## config.mk

```make
export PLATFORM = sky130hd
export DESIGN_NAME = msdr_cmd_decode
export DESIGN_NICKNAME = d
export VERILOG_FILES = /design/src/rtl/msdr_pkg.sv /design/src/rtl/msdr_cmd_table.sv /design/src/rtl/msdr_field_regs.sv /design/src/rtl/msdr_mode_store.sv /design/src/rtl/msdr_mask_pipe.sv /design/src/rtl/msdr_burst_guard.sv /design/src/rtl/msdr_cmd_decode.sv
export SDC_FILE = /design/constraint.sdc
export NUM_CORES = 1
export LEC_CHECK = 0
export BUFFER_PORTS_ARGS = -buffer_cell sky130_fd_sc_hd__buf_2
export CAP_MARGIN = 5
export CORE_MARGIN = 4
export CORE_UTILIZATION = 50
export CTS_BUF_LIST = sky130_fd_sc_hd__clkbuf_8
export DETAILED_ROUTE_END_ITERATION = 16
export PLACE_DENSITY = 0.83
export REMOVE_ABC_BUFFERS = 1
export SYNTH_ARGS = -nofsm -noshare
export SYNTH_HDL_FRONTEND = slang
export SYNTH_HIERARCHICAL = 1
export SYNTH_SLANG_ARGS = --single-unit
```

## constraint.sdc

```tcl
create_clock -name clk -period 2.74 [get_ports clk]
set_input_delay 0.411 -clock clk [delete_from_list [all_inputs] [get_ports clk]]
set_output_delay 0.411 -clock clk [all_outputs]
set_load 0.05 [all_outputs]
```

## src/rtl/msdr_pkg.sv

```systemverilog
// Shared command type for the mobile SDRAM command decoder.
// Assumes one command per cycle; CMD_NONE covers deselect and no-operation.
package msdr_pkg;
    localparam int CMD_W   = 4;
    localparam int NUM_CMD = 9;

    typedef enum logic [CMD_W-1:0] {
        CMD_NONE = 4'd0,
        CMD_ACT  = 4'd1,
        CMD_RD   = 4'd2,
        CMD_WR   = 4'd3,
        CMD_BST  = 4'd4,
        CMD_DPD  = 4'd5,
        CMD_PRE  = 4'd6,
        CMD_AREF = 4'd7,
        CMD_SREF = 4'd8,
        CMD_MRS  = 4'd9
    } msdr_cmd_e;
endpackage

```

## src/rtl/msdr_cmd_table.sv

```systemverilog
// Combinational decode of the control pins into one command code.
// Assumes the pins are stable ahead of the sampling edge; CKE only
// changes the meaning of the terminate and refresh encodings.
module msdr_cmd_table
    import msdr_pkg::*;
(
    input  logic      cke_i,
    input  logic      cs_n_i,
    input  logic      ras_n_i,
    input  logic      cas_n_i,
    input  logic      we_n_i,
    output msdr_cmd_e cmd_o
);
    // Map the three strobe pins (and CKE) onto a command code.
    always_comb begin
        cmd_o = CMD_NONE;
        if (!cs_n_i) begin
            unique case ({ras_n_i, cas_n_i, we_n_i})
                3'b011:  cmd_o = CMD_ACT;
                3'b101:  cmd_o = CMD_RD;
                3'b100:  cmd_o = CMD_WR;
                3'b110:  cmd_o = cke_i ? CMD_BST : CMD_DPD;
                3'b010:  cmd_o = CMD_PRE;
                3'b001:  cmd_o = cke_i ? CMD_AREF : CMD_SREF;
                3'b000:  cmd_o = CMD_MRS;
                default: cmd_o = CMD_NONE;
            endcase
        end
    end
endmodule

```

## src/rtl/msdr_field_regs.sv

```systemverilog
// Holds the address fields that belong to the last command of each kind.
// Assumes the command code is valid in the cycle it is presented; fields
// not touched by a command keep their value.
module msdr_field_regs
    import msdr_pkg::*;
#(
    parameter int ROW_W  = 12,
    parameter int COL_W  = 9,
    parameter int BANK_W = 2,
    parameter int AP_BIT = 10
) (
    input  logic              clk,
    input  logic              rst_n,
    input  msdr_cmd_e         cmd_i,
    input  logic [BANK_W-1:0] ba_i,
    input  logic [ROW_W-1:0]  addr_i,
    output logic [BANK_W-1:0] bank_o,
    output logic [ROW_W-1:0]  row_o,
    output logic [COL_W-1:0]  col_o,
    output logic              auto_pre_o,
    output logic              pre_all_o
);
    logic opt_bit;
    assign opt_bit = addr_i[AP_BIT];

    // Bank field: loaded by activate, read, write and single-bank precharge.
    always_ff @(posedge clk) begin
        if (!rst_n) begin
            bank_o <= '0;
        end else if (cmd_i == CMD_ACT || cmd_i == CMD_RD || cmd_i == CMD_WR) begin
            bank_o <= ba_i;
        end else if (cmd_i == CMD_PRE && !opt_bit) begin
            bank_o <= ba_i;
        end
    end

    // Row field: loaded by activate only.
    always_ff @(posedge clk) begin
        if (!rst_n) begin
            row_o <= '0;
        end else if (cmd_i == CMD_ACT) begin
            row_o <= addr_i;
        end
    end

    // Column and auto-precharge option: loaded by read and write.
    always_ff @(posedge clk) begin
        if (!rst_n) begin
            col_o      <= '0;
            auto_pre_o <= 1'b0;
        end else if (cmd_i == CMD_RD || cmd_i == CMD_WR) begin
            col_o      <= addr_i[COL_W-1:0];
            auto_pre_o <= opt_bit;
        end
    end

    // All-bank option: loaded by precharge.
    always_ff @(posedge clk) begin
        if (!rst_n) begin
            pre_all_o <= 1'b0;
        end else if (cmd_i == CMD_PRE) begin
            pre_all_o <= opt_bit;
        end
    end
endmodule

```

## src/rtl/msdr_mode_store.sv

```systemverilog
// Stores the normal and extended mode registers.
// Assumes bank code 0 selects the normal register and the code with only
// the top bank bit set selects the extended one; all others are reserved.
module msdr_mode_store #(
    parameter int ROW_W  = 12,
    parameter int BANK_W = 2
) (
    input  logic              clk,
    input  logic              rst_n,
    input  logic              mrs_i,
    input  logic [BANK_W-1:0] ba_i,
    input  logic [ROW_W-1:0]  addr_i,
    output logic [ROW_W-1:0]  mode_o,
    output logic [ROW_W-1:0]  ext_mode_o
);
    localparam logic [BANK_W-1:0] SEL_NORM = '0;
    localparam logic [BANK_W-1:0] SEL_EXT  = BANK_W'(1) << (BANK_W - 1);

    // Normal mode register write.
    always_ff @(posedge clk) begin
        if (!rst_n) begin
            mode_o <= '0;
        end else if (mrs_i && ba_i == SEL_NORM) begin
            mode_o <= addr_i;
        end
    end

    // Extended mode register write.
    always_ff @(posedge clk) begin
        if (!rst_n) begin
            ext_mode_o <= '0;
        end else if (mrs_i && ba_i == SEL_EXT) begin
            ext_mode_o <= addr_i;
        end
    end
endmodule

```

## src/rtl/msdr_mask_pipe.sv

```systemverilog
// Byte-mask timing: same-cycle write mask and delayed read output enable.
// Assumes LAT >= 1; a masked read disables the outputs LAT edges later.
module msdr_mask_pipe #(
    parameter int LAT = 2
) (
    input  logic clk,
    input  logic rst_n,
    input  logic dqm_i,
    output logic wr_mask_o,
    output logic rd_oe_o
);
    logic [LAT-1:0] oe_pipe;

    // Write mask follows the mask pin with the command register timing.
    always_ff @(posedge clk) begin
        if (!rst_n) begin
            wr_mask_o <= 1'b0;
        end else begin
            wr_mask_o <= dqm_i;
        end
    end

    // First stage of the read enable delay line.
    always_ff @(posedge clk) begin
        if (!rst_n) begin
            oe_pipe[0] <= 1'b0;
        end else begin
            oe_pipe[0] <= !dqm_i;
        end
    end

    for (genvar s = 1; s < LAT; s++) begin : g_stage
        // Remaining stages of the read enable delay line.
        always_ff @(posedge clk) begin
            if (!rst_n) begin
                oe_pipe[s] <= 1'b0;
            end else begin
                oe_pipe[s] <= oe_pipe[s-1];
            end
        end
    end

    assign rd_oe_o = oe_pipe[LAT-1];
endmodule

```

## src/rtl/msdr_burst_guard.sv

```systemverilog
// Remembers the auto-precharge option of the last read or write and flags
// a terminate aimed at such a burst. Assumes no knowledge of burst length.
module msdr_burst_guard
    import msdr_pkg::*;
(
    input  logic      clk,
    input  logic      rst_n,
    input  msdr_cmd_e cmd_i,
    input  logic      opt_i,
    output logic      illegal_o
);
    logic ap_last;

    // Track the option bit of the most recent column command.
    always_ff @(posedge clk) begin
        if (!rst_n) begin
            ap_last <= 1'b0;
        end else if (cmd_i == CMD_RD || cmd_i == CMD_WR) begin
            ap_last <= opt_i;
        end
    end

    assign illegal_o = (cmd_i == CMD_BST) && ap_last;
endmodule

```

## src/rtl/msdr_cmd_decode.sv

```systemverilog
// Top of the mobile SDRAM command decoder. Samples the pins on each rising
// edge and issues one registered command strobe plus its fields.
// Assumes a single clock domain and a synchronous active-low reset.
module msdr_cmd_decode
    import msdr_pkg::*;
#(
    parameter int ROW_W    = 12,
    parameter int COL_W    = 9,
    parameter int BANK_W   = 2,
    parameter int AP_BIT   = 10,
    parameter int MASK_LAT = 2
) (
    input  logic              clk,
    input  logic              rst_n,
    input  logic              cke_i,
    input  logic              cs_n_i,
    input  logic              ras_n_i,
    input  logic              cas_n_i,
    input  logic              we_n_i,
    input  logic              dqm_i,
    input  logic [BANK_W-1:0] ba_i,
    input  logic [ROW_W-1:0]  addr_i,
    output logic              act_o,
    output logic              rd_o,
    output logic              wr_o,
    output logic              bst_o,
    output logic              dpd_o,
    output logic              pre_o,
    output logic              aref_o,
    output logic              sref_o,
    output logic              mrs_o,
    output logic              bst_illegal_o,
    output logic [BANK_W-1:0] bank_o,
    output logic [ROW_W-1:0]  row_o,
    output logic [COL_W-1:0]  col_o,
    output logic              auto_pre_o,
    output logic              pre_all_o,
    output logic [ROW_W-1:0]  mode_reg_o,
    output logic [ROW_W-1:0]  ext_mode_reg_o,
    output logic              wr_mask_o,
    output logic              rd_oe_o
);
    msdr_cmd_e          cmd;
    logic               illegal;
    logic [NUM_CMD-1:0] strb_d;
    logic [NUM_CMD-1:0] strb_q;
    logic               ill_q;

    msdr_cmd_table u_table (
        .cke_i   (cke_i),
        .cs_n_i  (cs_n_i),
        .ras_n_i (ras_n_i),
        .cas_n_i (cas_n_i),
        .we_n_i  (we_n_i),
        .cmd_o   (cmd)
    );

    msdr_burst_guard u_guard (
        .clk       (clk),
        .rst_n     (rst_n),
        .cmd_i     (cmd),
        .opt_i     (addr_i[AP_BIT]),
        .illegal_o (illegal)
    );

    // One strobe bit per command code; an illegal terminate is withheld.
    for (genvar c = 0; c < NUM_CMD; c++) begin : g_strb
        if (c + 1 == int'(CMD_BST)) begin : g_bst
            assign strb_d[c] = (cmd == CMD_BST) && !illegal;
        end else begin : g_other
            assign strb_d[c] = (cmd == msdr_cmd_e'(CMD_W'(c + 1)));
        end
    end

    // Register the strobes so each command is a one-cycle pulse.
    always_ff @(posedge clk) begin
        if (!rst_n) begin
            strb_q <= '0;
            ill_q  <= 1'b0;
        end else begin
            strb_q <= strb_d;
            ill_q  <= illegal;
        end
    end

    assign act_o         = strb_q[int'(CMD_ACT)  - 1];
    assign rd_o          = strb_q[int'(CMD_RD)   - 1];
    assign wr_o          = strb_q[int'(CMD_WR)   - 1];
    assign bst_o         = strb_q[int'(CMD_BST)  - 1];
    assign dpd_o         = strb_q[int'(CMD_DPD)  - 1];
    assign pre_o         = strb_q[int'(CMD_PRE)  - 1];
    assign aref_o        = strb_q[int'(CMD_AREF) - 1];
    assign sref_o        = strb_q[int'(CMD_SREF) - 1];
    assign mrs_o         = strb_q[int'(CMD_MRS)  - 1];
    assign bst_illegal_o = ill_q;

    msdr_field_regs #(
        .ROW_W  (ROW_W),
        .COL_W  (COL_W),
        .BANK_W (BANK_W),
        .AP_BIT (AP_BIT)
    ) u_fields (
        .clk        (clk),
        .rst_n      (rst_n),
        .cmd_i      (cmd),
        .ba_i       (ba_i),
        .addr_i     (addr_i),
        .bank_o     (bank_o),
        .row_o      (row_o),
        .col_o      (col_o),
        .auto_pre_o (auto_pre_o),
        .pre_all_o  (pre_all_o)
    );

    msdr_mode_store #(
        .ROW_W  (ROW_W),
        .BANK_W (BANK_W)
    ) u_mode (
        .clk        (clk),
        .rst_n      (rst_n),
        .mrs_i      (cmd == CMD_MRS),
        .ba_i       (ba_i),
        .addr_i     (addr_i),
        .mode_o     (mode_reg_o),
        .ext_mode_o (ext_mode_reg_o)
    );

    msdr_mask_pipe #(
        .LAT (MASK_LAT)
    ) u_mask (
        .clk       (clk),
        .rst_n     (rst_n),
        .dqm_i     (dqm_i),
        .wr_mask_o (wr_mask_o),
        .rd_oe_o   (rd_oe_o)
    );
endmodule

```

### Word level (Yosys, flattened, before mapping)

Cells that the tools add are included.

* equal/unequal tests: 16
* multiplexer cells: 6
* reductions and logical operators: 14

Operators by type and width (number)
* $pmux 4 s7: 1
* $eq 4x3->1 const B: 4
* $eq 3x3->1 const B: 3
* $eq 4x2->1 const B: 2
* $eq 4x4->1 const B: 2
* $mux 4: 2
* $eq 3x2->1 const B: 2
* $logic_and 1x1->1: 5
* $eq 4x1->1 const B: 1
* $mux 2: 2
* $eq 3x1->1 const B: 1
* $logic_not 1->1: 3
* $logic_not 3->1: 1
* $logic_or 1x1->1: 3
* $eq 2x2->1 const B: 1
* $logic_not 2->1: 1
* $reduce_bool 2->1: 1
* $mux 1: 1

* input port bits: 22
* logic and storage cells: 48
* register bits after elaboration: 62
* output and inout bits: 61

### Depth between registers and ports, before layout

* depth after elaboration: 7
* mapped depth: 8

### Hierarchy

Netlist, hierarchy kept.

Modules (own cells, without submodules)
* msdr_field_regs: instances 1, area an instance 991.0 um^2, cells each 101
* msdr_mode_store: instances 1, area an instance 924.6 um^2, cells each 92
* msdr_cmd_decode: instances 1, area an instance 292.8 um^2, cells each 27
* msdr_cmd_table: instances 1, area an instance 82.6 um^2, cells each 14
* msdr_mask_pipe: instances 1, area an instance 82.6 um^2, cells each 6
* msdr_burst_guard: instances 1, area an instance 65.1 um^2, cells each 7

### Worst setup path after synthesis

Ideal clock, no wire load.

* path kind: input port to flip-flop
* start point: input port ras_n_i
* end point: register u_mode.mode_o[0]
* arrival time: 2.161 ns
* cell stages on the path: 8
* data required time: 2.668 ns
* setup slack: 0.507 ns
* setup time: 0.072 ns
* buffers on the path: 1
* cells stage by stage: nand2b_1 > a21o_1 > a21oi_1 > nand2b_1 > nor3b_1 > nor3b_4 > buf_6 > mux2i_1

* cells in the longest elaborated chain, start to end: 5
* elaborated cells on any way between the ends: 11
* those cells by class: eq/ne: 7; mux: 2; reduce/logical: 2

Ends and longest elaborated chain
* start: declaration: line msdr_cmd_decode.sv:17 `input logic ras_n_i,`
* $eq 3x1->1, or another cell as far along: line msdr_cmd_table.sv:18 `unique case ({ras_n_i, cas_n_i, we_n_i})`
* $pmux 4 s7 *: line msdr_cmd_table.sv:18
* $mux 4 *: line msdr_cmd_table.sv:17 `if (!cs_n_i) begin`
* net cmd[0]: line msdr_cmd_decode.sv:43 `msdr_cmd_e cmd;`
* $eq 4x4->1 *
* net strb_d[8]: line msdr_cmd_decode.sv:45 `logic [NUM_CMD-1:0] strb_d;`
* $logic_and 1x1->1 *: line msdr_mode_store.sv:23 `end else if (mrs_i && ba_i == SEL_NORM) begin`
* end signal: assignment: line msdr_mode_store.sv:24 `mode_o <= addr_i;`
* end: declaration: line msdr_mode_store.sv:13 `output logic [ROW_W-1:0] mode_o,`

The timed path passes the listed nets; every way through them passes the cells marked *.
A chain may end at the register's enable or synchronous reset.

### Worst setup path after layout

* start point: input port we_n_i
* end point: register u_mode.mode_o[2]

* cells in the longest elaborated chain, start to end: 5
* elaborated cells on any way between the ends: 11
* those cells by class: eq/ne: 7; mux: 2; reduce/logical: 2

Ends and longest elaborated chain
* start: declaration: line msdr_cmd_decode.sv:19 `input logic we_n_i,`
* $eq 3x1->1, or another cell as far along: line msdr_cmd_table.sv:18
* $pmux 4 s7 *: line msdr_cmd_table.sv:18
* $mux 4 *: line msdr_cmd_table.sv:17
* net cmd[0]: line msdr_cmd_decode.sv:43
* $eq 4x4->1 *
* net strb_d[8]: line msdr_cmd_decode.sv:45
* $logic_and 1x1->1 *: line msdr_mode_store.sv:23

Marks and branches as above.

==> results.md <==
| Item | Reported | Unit |
|---|---|---|
| Worst voltage drop across the vdd grid | 0.000314 | V |
| Cells resized by post-CTS repair | 0 | - |
| Detailed-route wire length per cell | 13.5 | um |
| Starting density of the core | 0.516 | - |
| Total count of max-transition violations in the final report | 0 | - |
| Leakage dissipation | 1.49 | nW |
| Share of layout cells above drive strength 1 | 0.332 | - |
| Detailed-routing iteration count for the pre-antenna-repair pass | 4 | - |
| DIE AREA | 0.00606 | mm2 |
| Total track usage | 0.194 | - |
| Total length of routed wires | 5.54 | mm |
| Estimated wirelength of the detail-placed design | 3.82 | mm |
| Overall via count from detail_route | 2,005 | - |
| Final non-filler cell area | 0.00312 | mm2 |
| Post-place instance area | 0.00293 | mm2 |
| Input/output buffers | 82 | - |
| ANT nets after route | 0 | - |
| Min Hold Slack | 307 | ps |
| Remaining DRCs | 0 | - |
| Routability cong. | 0.736 | - |
| CTS tree | yes | - |
| Count of clock tree sinks | 63 | - |
| Final cycle utilization of the critical path | 0.703 | - |
| Data required time at the worst endpoint | 3000 | ps |
| Count of max-cap constraint violations | 0 | - |
| Hold buffers post-CTS | 0 | - |
| Number of global-route vias before repair | 1,953 | - |
| Maximum clock insertion buffer count | 2 | - |
| Via density per instance | 4.89 | - |
| Placeable core region | 0.00472 | mm2 |
| Top post-synthesis cells by area | sky130_fd_sc_hd__dfxtp_1 (52%), sky130_fd_sc_hd__mux2i_1 (16%), sky130_fd_sc_hd__nand2_1 (10%), sky130_fd_sc_hd__a21boi_1 (3.1%), sky130_fd_sc_hd__nor2b_1 (3.1%) | - |
| Layout overhead on the synthesized area | 28.1 | % |
| Critical Setup Path Class | in2reg | - |
| Synthesized instance count | 247 | - |
| Status | finished, final reports clean | - |
| Leading cell types in the layout, fill and taps excluded | sky130_fd_sc_hd__buf_2 (82), sky130_fd_sc_hd__nand2_1 (67), sky130_fd_sc_hd__dfxtp_1 (63) | - |
| Number of setup buffers added after CTS | 0 | - |
| Kind of launch point of the worst setup path | input pin | - |
| Slew HR | 0.664 | - |
| Antenna violations before repair | 0 | - |
| Hold Crit Class | in2reg | - |
| Cts bufs inserted | 9 | - |
| Ant. Diodes | 0 | - |
| Die X | 77.8 | um |
| Share of synthesized area occupied by flip-flops and latches | 0.517 | - |
| Setup violations, final | 0 | - |
| Crit-path max FO | 12 | - |
| Number of H-tree branching levels | 3 | - |
| Most frequent standard cell in the layout excluding fill and tap cells | sky130_fd_sc_hd__buf_2 | - |
| Final period demand of the worst path | 1930 | ps |
| Number of different library cells in the post-synthesis netlist | 33 | - |
| First-pass GRT wire length | 9.13 | mm |
| Area leader, netlist | sky130_fd_sc_hd__dfxtp_1 | - |
| Data arrival at the endpoint of the critical path | 2190 | ps |
| Fmax achieved | 519 | MHz |
| Clock latency reported for the late side of the worst-skew pair | 330 | ps |
| Pin count of the biggest net entering global routing | 59 | - |
| Number of nets in the finished design | 360 | - |
| DIE HEIGHT | 77.8 | um |
| Yosys top cell area share | 0.517 | - |
| Transition time at the pin with the least slew margin | 504 | ps |
| Detailed Route Iter0 Violations | 125 | - |
| Master cell of the clock root buffer | sky130_fd_sc_hd__clkbuf_8 | - |
| Clock Pin Slew Worst Setup and Hold Paths | 60 | ps |
| Aggregate global routing overflow | 0 | - |
| Register bit count reported by yosys | 63 | - |
| Avg Synthesized Cell Area | 9.87 | um2 |
| Setup repair after global routing missed its margin | no | - |
| Synth warn | 6 | - |
| Row Count | 25 | - |
| Pwr per Cell Area | 630 | mW/mm2 |
| Boundary pin count | 83 | - |
| Endpoint class of the critical path | flip-flop | - |
| Clock skew | 4.51 | ps |
| Synth Cell Area | 0.00244 | mm2 |
| Number of hold violations in the final report | 0 | - |
==> flip-flops by register name, summed over array words and instances, names as in the netlist, 2 cells and up <==
register and flops:
u_mode/ext_mode_o 12, strb_q 9, u_fields/col_o 9, u_mode/mode_o 12
u_fields/bank_o 2, u_fields/row_o 12
==> cell families (layout without fill, tap and decap cells) <==
logic type	after synthesis	count (layout)	share of synthesized area
flops	63	63	0.517
compound gates	19	19	0.0559
simple gates	115	115	0.239
mux	38	38	0.156
buf+inv	12	108	0.0318
==> final timing paths <==
path,slack [ps],to,depth (start not counted),start
max,810,u_mode/mode_o[2],9,we_n_i
min,310,u_mask/wr_mask_o,2,dqm_i
max reg2reg,1860,strb_q[3],2,u_guard/ap_last
min reg2reg,440,u_mask/rd_oe_o,1,u_mask/oe_pipe[0]
==> metrics by stage <==
stage | setup slack [ps] | cells | power, mW | utilization | setup TNS [ps]
after global placement | 619 | 394 | 1.22 | 0.621 | 0
after global routing | 587 | 410 | 2.06 | 0.661 | 0
after floorplan | -151 | 236 | 1.14 | - | -1510
after detailed placement | 498 | 394 | 1.22 | 0.621 | 0
final | 814 | 410 | 1.97 | 0.661 | 0
after CTS | 838 | 410 | 1.99 | 0.661 | 0
==> cells in the mapped netlist (all sizes together) <==
| cell type | number |
|---|---|
| a211oi | 1 |
| a21boi | 12 |
| a21o | 1 |
| a21oi | 2 |
| a31oi | 1 |
| and2 | 3 |
| and2b | 1 |
| and4b | 1 |
| and4bb | 1 |
| buf | 9 |
| clkbuf | 2 |
| dfxtp | 63 |
| inv | 1 |
| mux2i | 38 |
| nand2 | 67 |
| nand2b | 4 |
| nand3 | 1 |
| nand3b | 3 |
| nor2 | 10 |
| nor2b | 12 |
| nor3 | 3 |
| nor3b | 5 |
| nor4 | 1 |
| nor4b | 1 |
| o21a | 2 |
| or3b | 1 |
| or4b | 1 |
==> critical path, stage by stage <==
cell,delay [ps]
sky130_fd_sc_hd__buf_2,140
sky130_fd_sc_hd__nor3b_1,220
sky130_fd_sc_hd__a31oi_1,70
sky130_fd_sc_hd__a21oi_1,180
sky130_fd_sc_hd__nand2b_1,130
sky130_fd_sc_hd__nor3b_1,300
sky130_fd_sc_hd__nor3b_4,230
sky130_fd_sc_hd__buf_4,270
sky130_fd_sc_hd__mux2i_1,220
==> report_power, final <==
part | leakage [nW] | total [mW] | internal [mW] | switching, mW
combinational | 0.874 | 0.253 | 0.0776 | 0.175
clock | 0.106 | 0.763 | 0.433 | 0.330
sequential | 0.511 | 0.952 | 0.941 | 0.0105
total | 1.49 | 1.97 | 1.45 | 0.516
==> layer usage <==
layer | track usage | vias up | wire (um)
met1 | 0.233 | 938 | 2390
met4 | 0.0907 | 0 | 96
met3 | 0.0557 | 7 | 337
met5 | 0 | - | 0
li1 | - | 1003 | -
met2 | 0.319 | 57 | 2720
==> final cells by class <==
class                   instances  area (um2)
well taps                      67        83.8
clock inverters                 6        53.8
fillers                       395        1600
flip-flops and latches         63        1260
multi-input cells             172        1100
clock buffers                  10         138
repair buffers                 91         478
inverters                       1        3.75
No activity file was read; power rests on OpenSTA's default activity.
